===== src/rtl/evt_window_pkg.sv =====
package evt_window_pkg;

   typedef enum logic [1:0] {
      EV_READ     = 2'b00,
      EV_WRITE    = 2'b01,
      EV_EXEC     = 2'b10,
      EV_EXEC_ALT = 2'b11
   } ev_kind_e;

   // An identifier clamped to the highest unit of its class.
   function automatic int unsigned clamp_sel(input int unsigned id_val,
                                             input int unsigned n_units);
      return (id_val >= n_units) ? (n_units - 1) : id_val;
   endfunction

endpackage


===== src/rtl/evt_queue.sv =====
module evt_queue #(
   parameter int DEPTH   = 4,
   parameter int ENTRY_W = 12
) (
   input  logic               clk,
   input  logic               rst_n,
   input  logic               push,
   input  logic [ENTRY_W-1:0] push_data,
   input  logic               pop,
   output logic               head_valid,
   output logic [ENTRY_W-1:0] head_data
);

   if (DEPTH < 1) begin : g_bad_depth
      $error("evt_queue: DEPTH must be at least 1");
   end

   if (DEPTH == 1) begin : g_single
      // One holding register; the window bound keeps push away while full.
      logic               full_q;
      logic [ENTRY_W-1:0] data_q;

      always_ff @(posedge clk) begin
         if (!rst_n) begin
            full_q <= 1'b0;
            data_q <= '0;
         end else begin
            full_q <= push | (full_q & ~pop);
            if (push) begin
               data_q <= push_data;
            end
         end
      end

      assign head_valid = full_q;
      assign head_data  = data_q;
   end else begin : g_ring
      localparam int PTR_W = $clog2(DEPTH);
      localparam int CNT_W = $clog2(DEPTH + 1);
      localparam logic [PTR_W-1:0] LAST_IDX = PTR_W'(DEPTH - 1);

      logic [ENTRY_W-1:0] mem_q [DEPTH];
      logic [PTR_W-1:0]   wr_ptr_q;
      logic [PTR_W-1:0]   rd_ptr_q;
      logic [CNT_W-1:0]   fill_q;
      logic               do_pop;

      assign do_pop     = pop & (fill_q != '0);
      assign head_valid = (fill_q != '0);
      assign head_data  = mem_q[rd_ptr_q];

      always_ff @(posedge clk) begin
         if (!rst_n) begin
            wr_ptr_q <= '0;
            rd_ptr_q <= '0;
            fill_q   <= '0;
         end else begin
            if (push) begin
               wr_ptr_q <= (wr_ptr_q == LAST_IDX) ? '0 : wr_ptr_q + 1'b1;
            end
            if (do_pop) begin
               rd_ptr_q <= (rd_ptr_q == LAST_IDX) ? '0 : rd_ptr_q + 1'b1;
            end
            case ({push, do_pop})
               2'b10:   fill_q <= fill_q + 1'b1;
               2'b01:   fill_q <= fill_q - 1'b1;
               default: fill_q <= fill_q;
            endcase
         end
      end

      for (genvar e = 0; e < DEPTH; e++) begin : g_slot
         always_ff @(posedge clk) begin
            if (!rst_n) begin
               mem_q[e] <= '0;
            end else if (push && (wr_ptr_q == PTR_W'(e))) begin
               mem_q[e] <= push_data;
            end
         end
      end
   end

endmodule


===== src/rtl/evt_router.sv =====
module evt_router
   import evt_window_pkg::*;
#(
   parameter int N_RD = 2,
   parameter int N_WR = 2,
   parameter int ID_W = 2
) (
   input  logic            head_valid,
   input  logic [1:0]      head_kind,
   input  logic [ID_W-1:0] head_id,
   input  logic [N_RD-1:0] rd_ready,
   input  logic [N_WR-1:0] wr_ready,
   input  logic            ex_ready,
   output logic [N_RD-1:0] rd_valid,
   output logic [N_WR-1:0] wr_valid,
   output logic            ex_valid,
   output logic            fire
);

   logic is_rd;
   logic is_wr;
   logic is_ex;
   int unsigned rd_sel;
   int unsigned wr_sel;

   assign is_rd = head_valid & (head_kind == EV_READ);
   assign is_wr = head_valid & (head_kind == EV_WRITE);
   assign is_ex = head_valid & head_kind[1];

   always_comb begin
      rd_sel = clamp_sel(int'(head_id), N_RD);
      wr_sel = clamp_sel(int'(head_id), N_WR);
   end

   for (genvar r = 0; r < N_RD; r++) begin : g_rd
      assign rd_valid[r] = is_rd & (rd_sel == r);
   end

   for (genvar w = 0; w < N_WR; w++) begin : g_wr
      assign wr_valid[w] = is_wr & (wr_sel == w);
   end

   assign ex_valid = is_ex;
   assign fire     = (|(rd_valid & rd_ready)) | (|(wr_valid & wr_ready))
                   | (ex_valid & ex_ready);

endmodule


===== src/rtl/evt_occ_counter.sv =====
module evt_occ_counter #(
   parameter int WINDOW = 4,
   parameter int N_DONE = 5,
   parameter int CNT_W  = 3
) (
   input  logic              clk,
   input  logic              rst_n,
   input  logic              accept,
   input  logic [N_DONE-1:0] done,
   output logic [CNT_W-1:0]  count,
   output logic              full
);

   localparam logic [CNT_W-1:0] LIMIT = CNT_W'(WINDOW);

   logic [CNT_W-1:0] count_q;
   logic [CNT_W-1:0] n_done;

   always_comb begin
      n_done = '0;
      for (int i = 0; i < N_DONE; i++) begin
         n_done = n_done + CNT_W'(done[i]);
      end
   end

   always_ff @(posedge clk) begin
      if (!rst_n) begin
         count_q <= '0;
      end else begin
         count_q <= count_q + CNT_W'(accept) - n_done;
      end
   end

   assign count = count_q;
   assign full  = (count_q == LIMIT);

endmodule


===== src/rtl/evt_window_ctrl.sv =====
module evt_window_ctrl
   import evt_window_pkg::*;
#(
   parameter int WINDOW = 4,
   parameter int N_RD   = 2,
   parameter int N_WR   = 2,
   parameter int ID_W   = 2,
   parameter int TAG_W  = 8
) (
   input  logic                      clk,
   input  logic                      rst_n,
   input  logic                      in_valid,
   output logic                      in_ready,
   input  logic [1:0]                in_kind,
   input  logic [ID_W-1:0]           in_id,
   input  logic [TAG_W-1:0]          in_tag,
   output logic [N_RD-1:0]           rd_valid,
   input  logic [N_RD-1:0]           rd_ready,
   input  logic [N_RD-1:0]           rd_done,
   output logic [N_WR-1:0]           wr_valid,
   input  logic [N_WR-1:0]           wr_ready,
   input  logic [N_WR-1:0]           wr_done,
   output logic                      ex_valid,
   input  logic                      ex_ready,
   input  logic                      ex_done,
   output logic [TAG_W-1:0]          disp_tag,
   output logic [$clog2(WINDOW):0]   win_count
);

   localparam int CNT_W   = $clog2(WINDOW) + 1;
   localparam int ENTRY_W = 2 + ID_W + TAG_W;
   localparam int N_DONE  = N_RD + N_WR + 1;
   localparam int N_MAX   = (N_RD > N_WR) ? N_RD : N_WR;

   if (WINDOW < 1) begin : g_chk_window
      $error("evt_window_ctrl: WINDOW must be at least 1");
   end
   if (N_RD < 1 || N_WR < 1) begin : g_chk_units
      $error("evt_window_ctrl: need at least one read and one write unit");
   end
   if ((1 << ID_W) < N_MAX) begin : g_chk_id
      $error("evt_window_ctrl: ID_W too narrow for the unit count");
   end
   if (TAG_W < 1) begin : g_chk_tag
      $error("evt_window_ctrl: TAG_W must be at least 1");
   end

   logic               accept;
   logic               full;
   logic               head_valid;
   logic [ENTRY_W-1:0] head_data;
   logic [1:0]         head_kind;
   logic [ID_W-1:0]    head_id;
   logic               fire;
   logic [CNT_W-1:0]   count;

   assign in_ready = ~full;
   assign accept   = in_valid & ~full;

   evt_occ_counter #(
      .WINDOW (WINDOW),
      .N_DONE (N_DONE),
      .CNT_W  (CNT_W)
   ) occ_i (
      .clk    (clk),
      .rst_n  (rst_n),
      .accept (accept),
      .done   ({ex_done, wr_done, rd_done}),
      .count  (count),
      .full   (full)
   );

   evt_queue #(
      .DEPTH   (WINDOW),
      .ENTRY_W (ENTRY_W)
   ) queue_i (
      .clk        (clk),
      .rst_n      (rst_n),
      .push       (accept),
      .push_data  ({in_kind, in_id, in_tag}),
      .pop        (fire),
      .head_valid (head_valid),
      .head_data  (head_data)
   );

   assign head_kind = head_data[ENTRY_W-1 -: 2];
   assign head_id   = head_data[TAG_W +: ID_W];
   assign disp_tag  = head_data[TAG_W-1:0];

   evt_router #(
      .N_RD (N_RD),
      .N_WR (N_WR),
      .ID_W (ID_W)
   ) router_i (
      .head_valid (head_valid),
      .head_kind  (head_kind),
      .head_id    (head_id),
      .rd_ready   (rd_ready),
      .wr_ready   (wr_ready),
      .ex_ready   (ex_ready),
      .rd_valid   (rd_valid),
      .wr_valid   (wr_valid),
      .ex_valid   (ex_valid),
      .fire       (fire)
   );

   assign win_count = count;

endmodule


===== config.mk =====
export PLATFORM = sky130hd
export DESIGN_NAME = evt_window_ctrl
export DESIGN_NICKNAME = d
export VERILOG_FILES = /design/src/rtl/evt_window_pkg.sv /design/src/rtl/evt_queue.sv /design/src/rtl/evt_router.sv /design/src/rtl/evt_occ_counter.sv /design/src/rtl/evt_window_ctrl.sv
export SDC_FILE = /design/constraint.sdc
export NUM_CORES = 1
export LEC_CHECK = 0
export ABC_AREA = 1
export BUFFER_PORTS_ARGS = -buffer_cell sky130_fd_sc_hd__buf_2
export CORE_MARGIN = 5
export CORE_UTILIZATION = 51
export DETAILED_ROUTE_END_ITERATION = 16
export PLACE_DENSITY = 0.75
export SLEW_MARGIN = 20
export SYNTH_ARGS = -nofsm -noshare
export SYNTH_HDL_FRONTEND = slang
export SYNTH_SLANG_ARGS = --single-unit

===== constraint.sdc =====
create_clock -name clk -period 2.7 [get_ports clk]
set_clock_uncertainty 0.2 [all_clocks]
set_input_delay 0.81 -clock clk [delete_from_list [all_inputs] [get_ports clk]]
set_output_delay 0.81 -clock clk [all_outputs]
set_load 0.05 [all_outputs]

# == Word level (Yosys, flattened, before mapping) ==
# Memory sizes are Yosys's and may differ from the RTL's. A register that Yosys moved wholly into a read port is not among the register bits.
# Index checks and enable logic that the tools add are counted.
# classes
reduce_logical,11
order_cmp,1
n_mux,23
bitwise_logic,19
eq_ne,9
n_addsub,10
# op_table
cell,count
two-way mux 12 bit,4
"equality test 32 x 1 -> 1 bit, second input constant",1
zero test 32 bit,1
two-way mux 1 bit,13
adder 3 x 1 -> 3 bit,4
AND 1 bit,10
two-way mux 2 bit,5
"equality test 2 bit, second input constant",4
"equality test 2 x 1 -> 1 bit, second input constant",3
OR 1 bit,6
one-hot mux 3 bit (2 select lines),1
"adder 2 x 1 -> 2 bit, second input constant",2
AND 2 bit,2
logical AND 1 bit,4
zero test 2 bit,2
OR reduction 2 bit,2
"adder 3 x 1 -> 3 bit, second input constant",1
"equality test 3 bit, second input constant",1
nonzero test 3 bit,1
"subtractor 3 x 1 -> 3 bit, second input constant",1
subtractor 3 bit,1
adder 1 x 1 -> 2 bit,1
">= comparator 2 bit, second input constant",1
nonzero test 2 bit,1
inverter 1 bit,1
# word_totals
wordCells,78
memories,1
output_inout_bits,17
ramBits,48
ff_bits,10
input_bits,25
# mem_list
name,words,word_bits,rd,rd_clocked_by_memory_dff,write_ports,line,source
queue_i.g_ring.mem_q,4,12,1,1,4,evt_queue.sv:42,logic [ENTRY_W-1:0] mem_q [DEPTH];

# == Depth between registers and ports, before layout ==
# Gate-level depths: netlist (run 1).
# depth
ltp_word,11
ltp_mapped,18

# == Cells and area by module ==
# From an unflattened synthesis (run 1), not the netlist that was laid out.
# hier_totals
hier_cells,308
area_unflattened_um2,2997.9
# modules_own_cells
module,instances,cells_per_inst,area_per_inst_um2
evt_queue,1,247,2612.5
evt_occ_counter,1,36,269.0
evt_router,1,22,102.6
evt_window_ctrl,1,3,13.8

# == Worst setup path before layout (run 1) ==
# No wires, ideal clock.
# synth_path
path_kind,register to register
startpoint,reg occ_i.count_q[2] (netlist: occ_i.count[2])
endpoint,reg occ_i.count_q[2] (netlist: occ_i.count[2])
arrival_ns,3.061
t_required_ns,2.430
period_less_slack_ns,3.330
path_stages_with_launch,11
path_slack_ns,-0.630
cell_sequence,dfxtp_1 > nand2_1 > nand2_1 > inv_2 > fa_1 > ha_1 > inv_1 > fa_1 > xor2_1 > or2_2 > a21oi_1
# synth_via
elab_chain_cells,5
# synth_rtl
element,line,source
"start, declared",evt_occ_counter.sv:16,logic [CNT_W-1:0] count_q;
"start signal, assigned",evt_occ_counter.sv:30,count_q <= count_q + CNT_W'(accept) - n_done;
equality test 3 bit,evt_occ_counter.sv:35,assign full = (count_q == LIMIT);
inverter 1 bit,-,
named net in_ready,evt_window_ctrl.sv:13,"output logic in_ready,"
AND 1 bit,evt_window_ctrl.sv:58,assign accept = in_valid & ~full;
named net accept,evt_window_ctrl.sv:48,logic accept;
adder 3 x 1 -> 3 bit,evt_occ_counter.sv:30,
subtractor 3 bit,evt_occ_counter.sv:30,
# The timed path passes the listed nets, and every way through them passes these cells.
# A chain may end at the register's enable or synchronous reset.

# == Final worst setup path (run 1) ==
# layout_path
startpoint,in rd_done[1]
endpoint,reg occ_i.count_q[2] (netlist: occ_i.count[2])
# layout_via
elab_chain_cells,5
# layout_rtl
element,line,source
"start, declared",evt_window_ctrl.sv:19,"input logic [N_RD-1:0] rd_done,"
adder 1 x 1 -> 2 bit,evt_occ_counter.sv:22,n_done = n_done + CNT_W'(done[i]);
adder 3 x 1 -> 3 bit (3 in series),evt_occ_counter.sv:22,
subtractor 3 bit,evt_occ_counter.sv:30,
# Every way passes these cells.

==> metrics.cfg, run 1 <==
[worst_setup_path]
crit_path_end_kind = flop
critical_path_required_ns = 2.76
rr_worst_depth = 18
worst-path-max-fanout = 2
crit_path_start_kind = input port
worst-setup-path-type = input port to flop
cp_data_arrival_time_ns = 2.79
critPathLaunch = rd_done[1]

[floorplanning]
pin_count = 42
dieArea_mm2 = 0.00737
start_util_pct = 53.0
rows = 27
die_h_um = 85.9
die_x_um = 85.9
core_area_mm2 = 0.00554

[global_routing]
track_usage_pct = 18.1
grt_first_pass_wirelength_um = 10200
grt_overflow = 0
grt_pass1_vias = 2257
grt_max_degree = 17
antenna_found_initial = 0

[routing]
wirelength_um = 6190
remaining_drc_errors = 0
drtIter0Drc = 114
routedWlPerCell_um = 14.0
antenna_left = 0
viasPerCell = 4.96
drt-pass1-iter-count = 4
dr_total_vias = 2198

[synthesis]
synth_edf_count = 48
synth-simple-area-share_pct = 21.0
synth_top_family_by_area = simple AND/OR/NAND/NOR gates
synthFlopType = edfxtp_1
synth_area_mm2 = 0.00294
yosysWarnings = 0
synthCells = 305
synth_async_sr_flop_share_pct = 0
syn-num-nets = 344
synth_largest_area_cell = edfxtp_1
synth-xor-area-share_pct = 0.597
synth.top_cells.by_area = edfxtp_1, nor2_1, dfxtp_1
ys_ff_latch = 60
synth.top_cell.area_share_pct = 49.1
synth_mux_area_share_pct = 0
synth_compound_area_share_pct = 6.73
post_synth.cell_area_avg_um2 = 9.62
synth_cell_types = 26
synth_adder_area_share_pct = 6.99
ys_seq_area_share_pct = 57.3

[layout]
layout-drive-gt1-share_pct = 31.8
n_antenna_cell = 0
area_delta_synth_final_pct = 26.2
nNetsFinal = 405

[timing]
hold_violations = 0
rsz0062_at_grt = yes
final_max_slew_viol_count = 0
post-route-min-period_ns = 2.73
tightest_slew_ns = 0.596
slew_headroom_pct = 60.1
layout_setup_ws_ns = -0.0301
setup_tns_ns = -0.0301
setup_viol = 1
finalCritPeriodShare_pct = 101
max_freq_mhz = 366
hold_slack_ns = 0.298

[cts]
clk_pin_slew_ns = 0.06
clockBufferDepth = 2
cts.sinks = 60
clockRootBuffer = clkbuf_8
cts_inserted_buffers = 9
cts_tree = done
clk_latency_ns = 0.33
cts_max_level = 3
cts_hold_buf = 0

[min_path]
hold_start = queue_i.g_ring.fill_q[1]$_SDFFE_PN0P_
min_path_cells = 2
hold_class = flop to flop

[placed_design]
finalWeightedCongestion = 0.753
port_buffers = 41
dp_hpwl_um = 4320

[power]
p_leak_nw = 1.68
peakVddDrop_uv = 744
powerDensity_mw_per_mm2 = 1180

[run_status]
violations = setup timing
outcome = finished with violations

[run]
maxCapViolations = 0

## layout by cell type, fill, tap and decap left out, types with 5 or more instances in the layout
cell type and count:
dfxtp_1 7, inv_1 34, nand3_2 7, nand3_1 10, dfxtp_2 5, nand2_4 6
inv_2 7, edfxtp_1 48, ha_1 8, buf_2 34, nand2_1 27, clkbuf_8 9
o21ai_0 18, a21oi_1 6, buf_6 5, buf_4 19, o22ai_1 8, nor2_1 78
## report_power, final
group	internal, W	total (W)	switching, W	leakage (nW)
registers	0.00118	0.00127	0.0000854	0.603
clock network	0.000515	0.000853	0.000338	0.101
logic	0.000765	0.00226	0.00150	0.975
total	0.00246	0.00438	0.00192	1.68
## metal layers
metal / vias to the layer above / GRT usage (%) / share of wire, %
li1: 1108 / - / -
met1: 1032 / 21.4 / 41
met2: 51 / 31.5 / 52
met3: 7 / 4.71 / 5.1
met4: 0 / 6.47 / 1.2
met5: - / 0 / 0
## critical path, cell delays in order
cell     delay, ns
buf_6         0.10
ha_4          0.25
inv_2         0.03
fa_1          0.52
ha_2          0.18
inv_2         0.03
fa_2          0.35
xor2_2        0.16
or2_4         0.23
a21oi_2       0.14
## kinds of logic (layout without fill, tap and decap cells)
logic type      after synthesis  after routing
compound gates               36             36
simple gates                139            139
buf+inv                      54            120
flops                        60             60
xor+xnor                      2              2
fa+ha+maj                    14             14
## per-stage QoR
stage | utilization [%] | total power, W | instance area [um2] | cells | setup slack, ns
floorplan | - | 0.00279 | 2960 | 305 | -0.158
global placement | 60.6 | 0.00329 | 3360 | 425 | -0.294
detailed placement | 60.6 | 0.00334 | 3360 | 425 | -0.385
CTS | 64.7 | 0.00425 | 3590 | 442 | -0.0311
global route | 66.9 | 0.00467 | 3700 | 443 | -0.0629
finish | 66.9 | 0.00438 | 3700 | 443 | -0.0301
## synthesized netlist by cell type, types with 5 or more instances
master / n
dfxtp_1: 12
nor2_1: 80
ha_1: 10
a21oi_1: 7
inv_2: 5
o21ai_0: 20
nand3_2: 6
inv_1: 38
clkbuf_1: 6
nand2_1: 30
o22ai_1: 8
edfxtp_1: 48
nand3_1: 12
## path summary, 6_finish.rpt
| path | slack (ns) | to |
|---|---|---|
| max | -0.03 | occ_i.count[2]$_SDFF_PN0_ |
| min | 0.30 | queue_i.g_ring.fill_q[1]$_SDFFE_PN0P_ |
| max reg2reg | 0.16 | queue_i.g_ring.fill_q[2]$_SDFFE_PN0P_ |
| min reg2reg | 0.30 | queue_i.g_ring.fill_q[1]$_SDFFE_PN0P_ |
## flip-flops by register name, summed over array words and instances (netlist names), named ones only
register	cells
occ_i.count	3
queue_i.g_ring.fill_q	3
queue_i.g_ring.mem_q	48
queue_i.g_ring.rd_ptr_q	2
queue_i.g_ring.wr_ptr_q	2
## area by class of cell
cell class              instances  area [um2]
well taps                      72        90.1
flip-flops and latches         60        1690
inverters                      43         166
repair buffers                 61         417
multi-input cells             191        1140
fillers                       432        1840
clock buffers                  11         131
clock inverters                 5        76.3
## repair_timing
| item | 4_1_cts | 5_1_grt |
|---|---|---|
| endpoints found under the hold margin | 0 | 0 |
| pin swaps | 1 | 10 |
| setup endpoints to repair | 4 | 8 |
| gates resized for setup | 6 | 32 |
| buffers inserted | 1 | 1 |
No activity file was read; power rests on OpenSTA's default activity.
==> run 2: changes to the inputs <==
--- a/config.mk
+++ b/config.mk
@@ -7,6 +7,7 @@
 export LEC_CHECK = 0
 export ABC_AREA = 1
 export BUFFER_PORTS_ARGS = -buffer_cell sky130_fd_sc_hd__buf_2
+export CORE_ASPECT_RATIO = 0.75
 export CORE_MARGIN = 5
 export CORE_UTILIZATION = 51
 export DETAILED_ROUTE_END_ITERATION = 16
==> metrics.cfg, run 2 (synthesis results as in run 1) <==
[run_status]
outcome = completed  ; was finished with violations

[layout]
final_common_cell = nor2_1  ; unchanged
nNetsFinal = 407  ; was 405
area_delta_synth_final_pct = 27.7  ; was 26.2%
top_register = queue_i.g_ring.mem_q  ; unchanged
layout-drive-gt1-share_pct = 33.2  ; was 31.8%
most-common-layout-cells = nor2_1, edfxtp_1, buf_2  ; was nor2_1, edfxtp_1, inv_1, buf_2, nand2_1
n_antenna_cell = 0  ; unchanged
post-route-cell-area_mm2 = 0.00375  ; was 0.00370 mm2
largest_register_ffs = 48  ; unchanged
fill_cells = 424  ; was 432

[worst_setup_path]
crit_path_end_kind = flop  ; unchanged
cp_data_arrival_time_ns = 2.72  ; was 2.79 ns
worst-path-max-fanout = 2  ; unchanged
crit_path_start_kind = input port  ; unchanged
critical_path_required_ns = 2.78  ; was 2.76 ns
worst-setup-path-type = input port to flop  ; unchanged

[timing]
hold_slack_ns = 0.301  ; was 0.298 ns
max_freq_mhz = 379  ; was 366 MHz
layout_setup_ws_ns = 0.0588  ; was -0.0301 ns
post-route-min-period_ns = 2.64  ; was 2.73 ns
setup_viol = 0  ; was 1
finalCritPeriodShare_pct = 97.8  ; was 101%
tightest_slew_ns = 0.637  ; was 0.596 ns
final_max_slew_viol_count = 0  ; unchanged
rsz0062_at_grt = yes  ; unchanged
slew_headroom_pct = 57.4  ; was 60.1%
hold_violations = 0  ; unchanged

[routing]
met1Wirelength_um = 2650  ; was 2560 um
drt-pass1-iter-count = 6  ; was 4
wirelength_um = 6300  ; was 6190 um
dr_total_vias = 2254  ; was 2198
antenna_left = 0  ; unchanged
routedWlPerCell_um = 14.1  ; was 14.0 um
top_layer_used = met4  ; unchanged
drtIter0Drc = 153  ; was 114
met3_length_um = 377  ; was 313 um
wl_met2_um = 3190  ; was 3240 um
viasPerCell = 5.03  ; was 4.96
remaining_drc_errors = 0  ; unchanged

[floorplanning]
start_util_pct = 53.7  ; was 53.0%
dieArea_mm2 = 0.00739  ; was 0.00737 mm2
die_h_um = 75.7  ; was 85.9 um
rows = 23  ; was 27
pin_count = 42  ; unchanged
core_area_mm2 = 0.00547  ; was 0.00554 mm2
die_x_um = 97.6  ; was 85.9 um

[placed_design]
place_ws_ns = -0.349  ; was -0.385 ns
dp_hpwl_um = 4260  ; was 4320 um
finalWeightedCongestion = 0.799  ; was 0.753
dpl-instance-area_mm2 = 0.00333  ; was 0.00336 mm2
port_buffers = 41  ; unchanged

[global_routing]
grt_max_degree = 16  ; was 17
grt_overflow = 0  ; unchanged
grt_first_pass_wirelength_um = 10000  ; was 10200 um
antenna_found_initial = 0  ; unchanged
grt_pass1_vias = 2122  ; was 2257
track_usage_pct = 17.9  ; was 18.1%

[cts]
clk_pin_slew_ns = 0.07  ; was 0.06 ns
cts_inserted_buffers = 9  ; unchanged
cts_tree = done  ; unchanged
clk_latency_ns = 0.35  ; was 0.33 ns
clockRootBuffer = clkbuf_8  ; unchanged
cts_max_level = 3  ; unchanged
cts.sinks = 60  ; unchanged
clockBufferDepth = 2  ; unchanged

[run]
maxCapViolations = 0  ; unchanged

[min_path]
hold_class = flop to flop  ; unchanged

[power]
powerDensity_mw_per_mm2 = 1200  ; was 1180 mW/mm2
peakVddDrop_uv = 451  ; was 744 uV
p_leak_nw = 1.68  ; about the same

-- run 2: cell count changes in the layout (fill, tap and decap cells not counted), sizes merged --
cell      before  now
clkinvlp       1    2
bufinv         2    1
buf           60   62
clkbuf        12   10
inv           43   45
-- run 2: cell type report --
class	instances	area, um2	area share [%]
sequential	60	1690	45.1
multi-input combinational	191	1170	31.2
timing repair buffer	63	425	11.4
inverter	43	171	4.57
clock buffer	9	124	3.31
tap	75	93.8	2.50
clock inverter	7	75.1	2.00
-- run 2: routing by layer --
metal  up-vias  global-route usage, %
met4         0                   5.38
met1      1039                   21.6
met2        82                   31.7
li1       1118                      -
met5         -                      0
met3        15                   5.49
-- run 2: timing repair --
| item | 4_1_cts | 5_1_grt |
|---|---|---|
| cloned | 0 | 0 |
| hold buffers | 0 | 0 |
| resized for setup | 7 | 43 |
| endpoints found under the setup margin | 5 | 8 |
| pin swaps | 4 | 17 |
| buffers inserted | 2 | 5 |
-- run 2: worst paths after layout --
check                                               start                                       to  depth (start not counted)  slack, ns
setup / recovery                               rd_done[0]                occ_i.count[2]$_SDFF_PN0_                         10       0.06
hold / removal    queue_i.g_ring.wr_ptr_q[0]$_SDFFE_PN0P_  queue_i.g_ring.wr_ptr_q[0]$_SDFFE_PN0P_                          2       0.30
setup reg to reg                                     flop    queue_i.g_ring.fill_q[1]$_SDFFE_PN0P_                         18       0.15
hold reg to reg   queue_i.g_ring.wr_ptr_q[0]$_SDFFE_PN0P_  queue_i.g_ring.wr_ptr_q[0]$_SDFFE_PN0P_                          2       0.30
-- run 2: critical path: stages --
cell and delay (ns):
buf_2 0.10, ha_1 0.26, inv_1 0.04, fa_1 0.48, ha_1 0.14, inv_1 0.05, fa_2 0.33, xor2_1 0.16
or2_4 0.24, a21oi_2 0.12
-- run 2: power breakdown --
part | total [W] | internal (W) | switching [W]
sequential | 0.00127 | 0.00118 | 0.0000881
combinational | 0.00241 | 0.000840 | 0.00157
clock | 0.000809 | 0.000430 | 0.000379
total | 0.00449 | 0.00245 | 0.00204
-- run 2: per-stage QoR --
stage,total power (W),setup TNS (ns),cells,util (%)
3_3_place_gp,0.00322,-0.319,425,60.8
3_5_place_dp,0.00327,-0.381,425,60.8
6_report,0.00449,0,448,68.5
5_1_grt,0.00478,-0.0899,448,68.5
4_1_cts,0.00414,0,443,65.0
2_1_floorplan,0.00279,-0.158,305,-
==> run 3: changes to the inputs <==
--- a/config.mk
+++ b/config.mk
@@ -10,6 +10,7 @@
 export CORE_ASPECT_RATIO = 0.75
 export CORE_MARGIN = 5
 export CORE_UTILIZATION = 51
+export CTS_BUF_LIST = sky130_fd_sc_hd__clkbuf_16
 export DETAILED_ROUTE_END_ITERATION = 16
 export PLACE_DENSITY = 0.75
 export SLEW_MARGIN = 20
==> metrics.cfg, run 3 (synthesis results as in run 1) <==
[routing]
met3_length_um = 353  ; was 377 um
met1Wirelength_um = 2760  ; was 2650 um
routedWlPerCell_um = 14.7  ; was 14.1 um
drtIter0Drc = 135  ; was 153
viasPerCell = 5.03  ; about the same
drt-pass1-iter-count = 5  ; was 6
antenna_left = 0  ; unchanged
dr_total_vias = 2248  ; was 2254
remaining_drc_errors = 0  ; unchanged
wirelength_um = 6590  ; was 6300 um
wl_met2_um = 3380  ; was 3190 um
top_layer_used = met4  ; unchanged

[cts]
cts_inserted_buffers = 9  ; unchanged
clk_pin_slew_ns = 0.05  ; was 0.07 ns
clk_latency_ns = 0.32  ; was 0.35 ns
cts.sinks = 60  ; unchanged
clockBufferDepth = 2  ; unchanged
cts_hold_buf = 0  ; unchanged
cts_tree = done  ; unchanged
cts_max_level = 3  ; unchanged
clockRootBuffer = clkbuf_16  ; was clkbuf_8

[placed_design]
place_ws_ns = -0.349  ; unchanged
port_buffers = 41  ; unchanged
dp_cells = 425  ; unchanged
dp_hpwl_um = 4260  ; unchanged
finalWeightedCongestion = 0.799  ; unchanged

[floorplanning]
rows = 23  ; unchanged
die_x_um = 97.6  ; unchanged
dieArea_mm2 = 0.00739  ; unchanged
core_area_mm2 = 0.00547  ; unchanged
pin_count = 42  ; unchanged
die_h_um = 75.7  ; unchanged
start_util_pct = 53.7  ; unchanged

[worst_setup_path]
worst-setup-path-type = input port to flop  ; unchanged
cp_data_arrival_time_ns = 2.71  ; was 2.72 ns
r2r_setup_slack_ns = 0.09  ; was 0.15 ns
r2r_end = queue_i.g_ring.fill_q[2]$_SDFFE_PN0P_  ; was queue_i.g_ring.fill_q[1]$_SDFFE_PN0P_
rr_worst_depth = 17  ; was 18
crit_path_start_kind = input port  ; unchanged
critical_path_required_ns = 2.75  ; was 2.78 ns
worst-path-max-fanout = 2  ; unchanged
crit_path_end_kind = flop  ; unchanged

[run]
maxCapViolations = 0  ; unchanged

[layout]
n_antenna_cell = 0  ; unchanged
layout-drive-gt1-share_pct = 33.1  ; was 33.2%
top_register = queue_i.g_ring.mem_q  ; unchanged
fill_cells = 419  ; was 424
final_cells = 447  ; was 448
final_common_cell = nor2_1  ; unchanged
nNetsFinal = 406  ; was 407
most-common-layout-cells = nor2_1, edfxtp_1, buf_2  ; unchanged
area_delta_synth_final_pct = 28.9  ; was 27.7%
largest_register_ffs = 48  ; unchanged

[global_routing]
track_usage_pct = 18.2  ; was 17.9%
grt_overflow = 0  ; unchanged
grt_max_degree = 16  ; unchanged
grt_first_pass_wirelength_um = 10100  ; was 10000 um
antenna_found_initial = 0  ; unchanged
grt_pass1_vias = 2130  ; was 2122

[timing]
setup_viol = 0  ; unchanged
rsz0062_at_grt = yes  ; unchanged
final_max_slew_viol_count = 0  ; unchanged
post-route-min-period_ns = 2.66  ; was 2.64 ns
hold_violations = 0  ; unchanged
tightest_slew_ns = 0.634  ; was 0.637 ns
slew_headroom_pct = 57.6  ; was 57.4%
finalCritPeriodShare_pct = 98.4  ; was 97.8%
layout_setup_ws_ns = 0.0436  ; was 0.0588 ns
setup_tns_ns = 0  ; unchanged
hold_slack_ns = 0.298  ; was 0.301 ns
max_freq_mhz = 376  ; was 379 MHz

[power]
p_leak_nw = 1.72  ; was 1.68 nW
powerDensity_mw_per_mm2 = 1240  ; was 1200 mW/mm2
peakVddDrop_uv = 615  ; was 451 uV
power_w = 0.00468  ; was 0.00449 W

[min_path]
min_path_cells = 2  ; unchanged
hold_class = flop to flop  ; unchanged
hold_start = queue_i.g_ring.wr_ptr_q[0]$_SDFFE_PN0P_  ; unchanged
worstHoldEndpoint = queue_i.g_ring.wr_ptr_q[0]$_SDFFE_PN0P_  ; unchanged

[run_status]
outcome = completed  ; unchanged

==> run 3: power by group <==
part	internal (W)	switching, W
registers	0.00119	0.0000890
clock network	0.000717	0.000411
logic	0.000742	0.00154
==> run 3: layout make-up <==
class | instances | area (um2) | share of cell area (%)
flip-flops and latches | 60 | 1690 | 44.7
multi-input cells | 191 | 1130 | 29.9
repair buffers | 62 | 400 | 10.6
clock buffers | 9 | 225 | 5.95
inverters | 43 | 169 | 4.46
well taps | 75 | 93.8 | 2.48
clock inverters | 7 | 75.1 | 1.98
==> run 3: timing repair <==
item	in CTS	in global routing
hold endpoints to repair	0	0
setup endpoints to repair	5	8
setup buffers	0	6
pin swaps	0	12
resized for setup	9	30
==> run 3: worst max-delay path by stage <==
| stage | start | to | slack, ns | depth (start not counted) |
|---|---|---|---|---|
| 4_1_cts | flop | rd_valid[0] | 0.004 | 9 |
| 3_3_place_gp | rd_done[0] | occ_i.count[2]$_SDFF_PN0_ | -0.29 | 10 |
| 6_report | rd_done[0] | occ_i.count[2]$_SDFF_PN0_ | 0.04 | 10 |
| 5_1_grt | flop | queue_i.g_ring.fill_q[2]$_SDFFE_PN0P_ | -0.05 | 17 |
| 2_1_floorplan | rd_done[0] | occ_i.count[2]$_SDFF_PN0_ | -0.16 | 9 |
| 3_5_place_dp | rd_done[0] | occ_i.count[2]$_SDFF_PN0_ | -0.35 | 10 |
==> run 3: layer usage <==
layer | vias to the layer above | track usage [%]
li1 | 1113 | -
met1 | 1061 | 21.5
met2 | 65 | 31.4
met3 | 9 | 6.31
met4 | 0 | 7.07
met5 | - | 0
==> run 3: critical path, cell delays in order <==
cell and delay [ns]:
buf_2 0.10, ha_1 0.26, inv_1 0.04, fa_1 0.48
ha_1 0.14, inv_1 0.05, fa_2 0.33, xor2_1 0.17
or2_4 0.24, a21oi_2 0.11
==> run 3: per-stage QoR <==
stage          cell area [um2]  utilization [%]
2_1_floorplan             2960                -
3_3_place_gp              3330             60.8
3_5_place_dp              3330             60.8
4_1_cts                   3650             66.7
5_1_grt                   3780             69.2
6_report                  3780             69.2
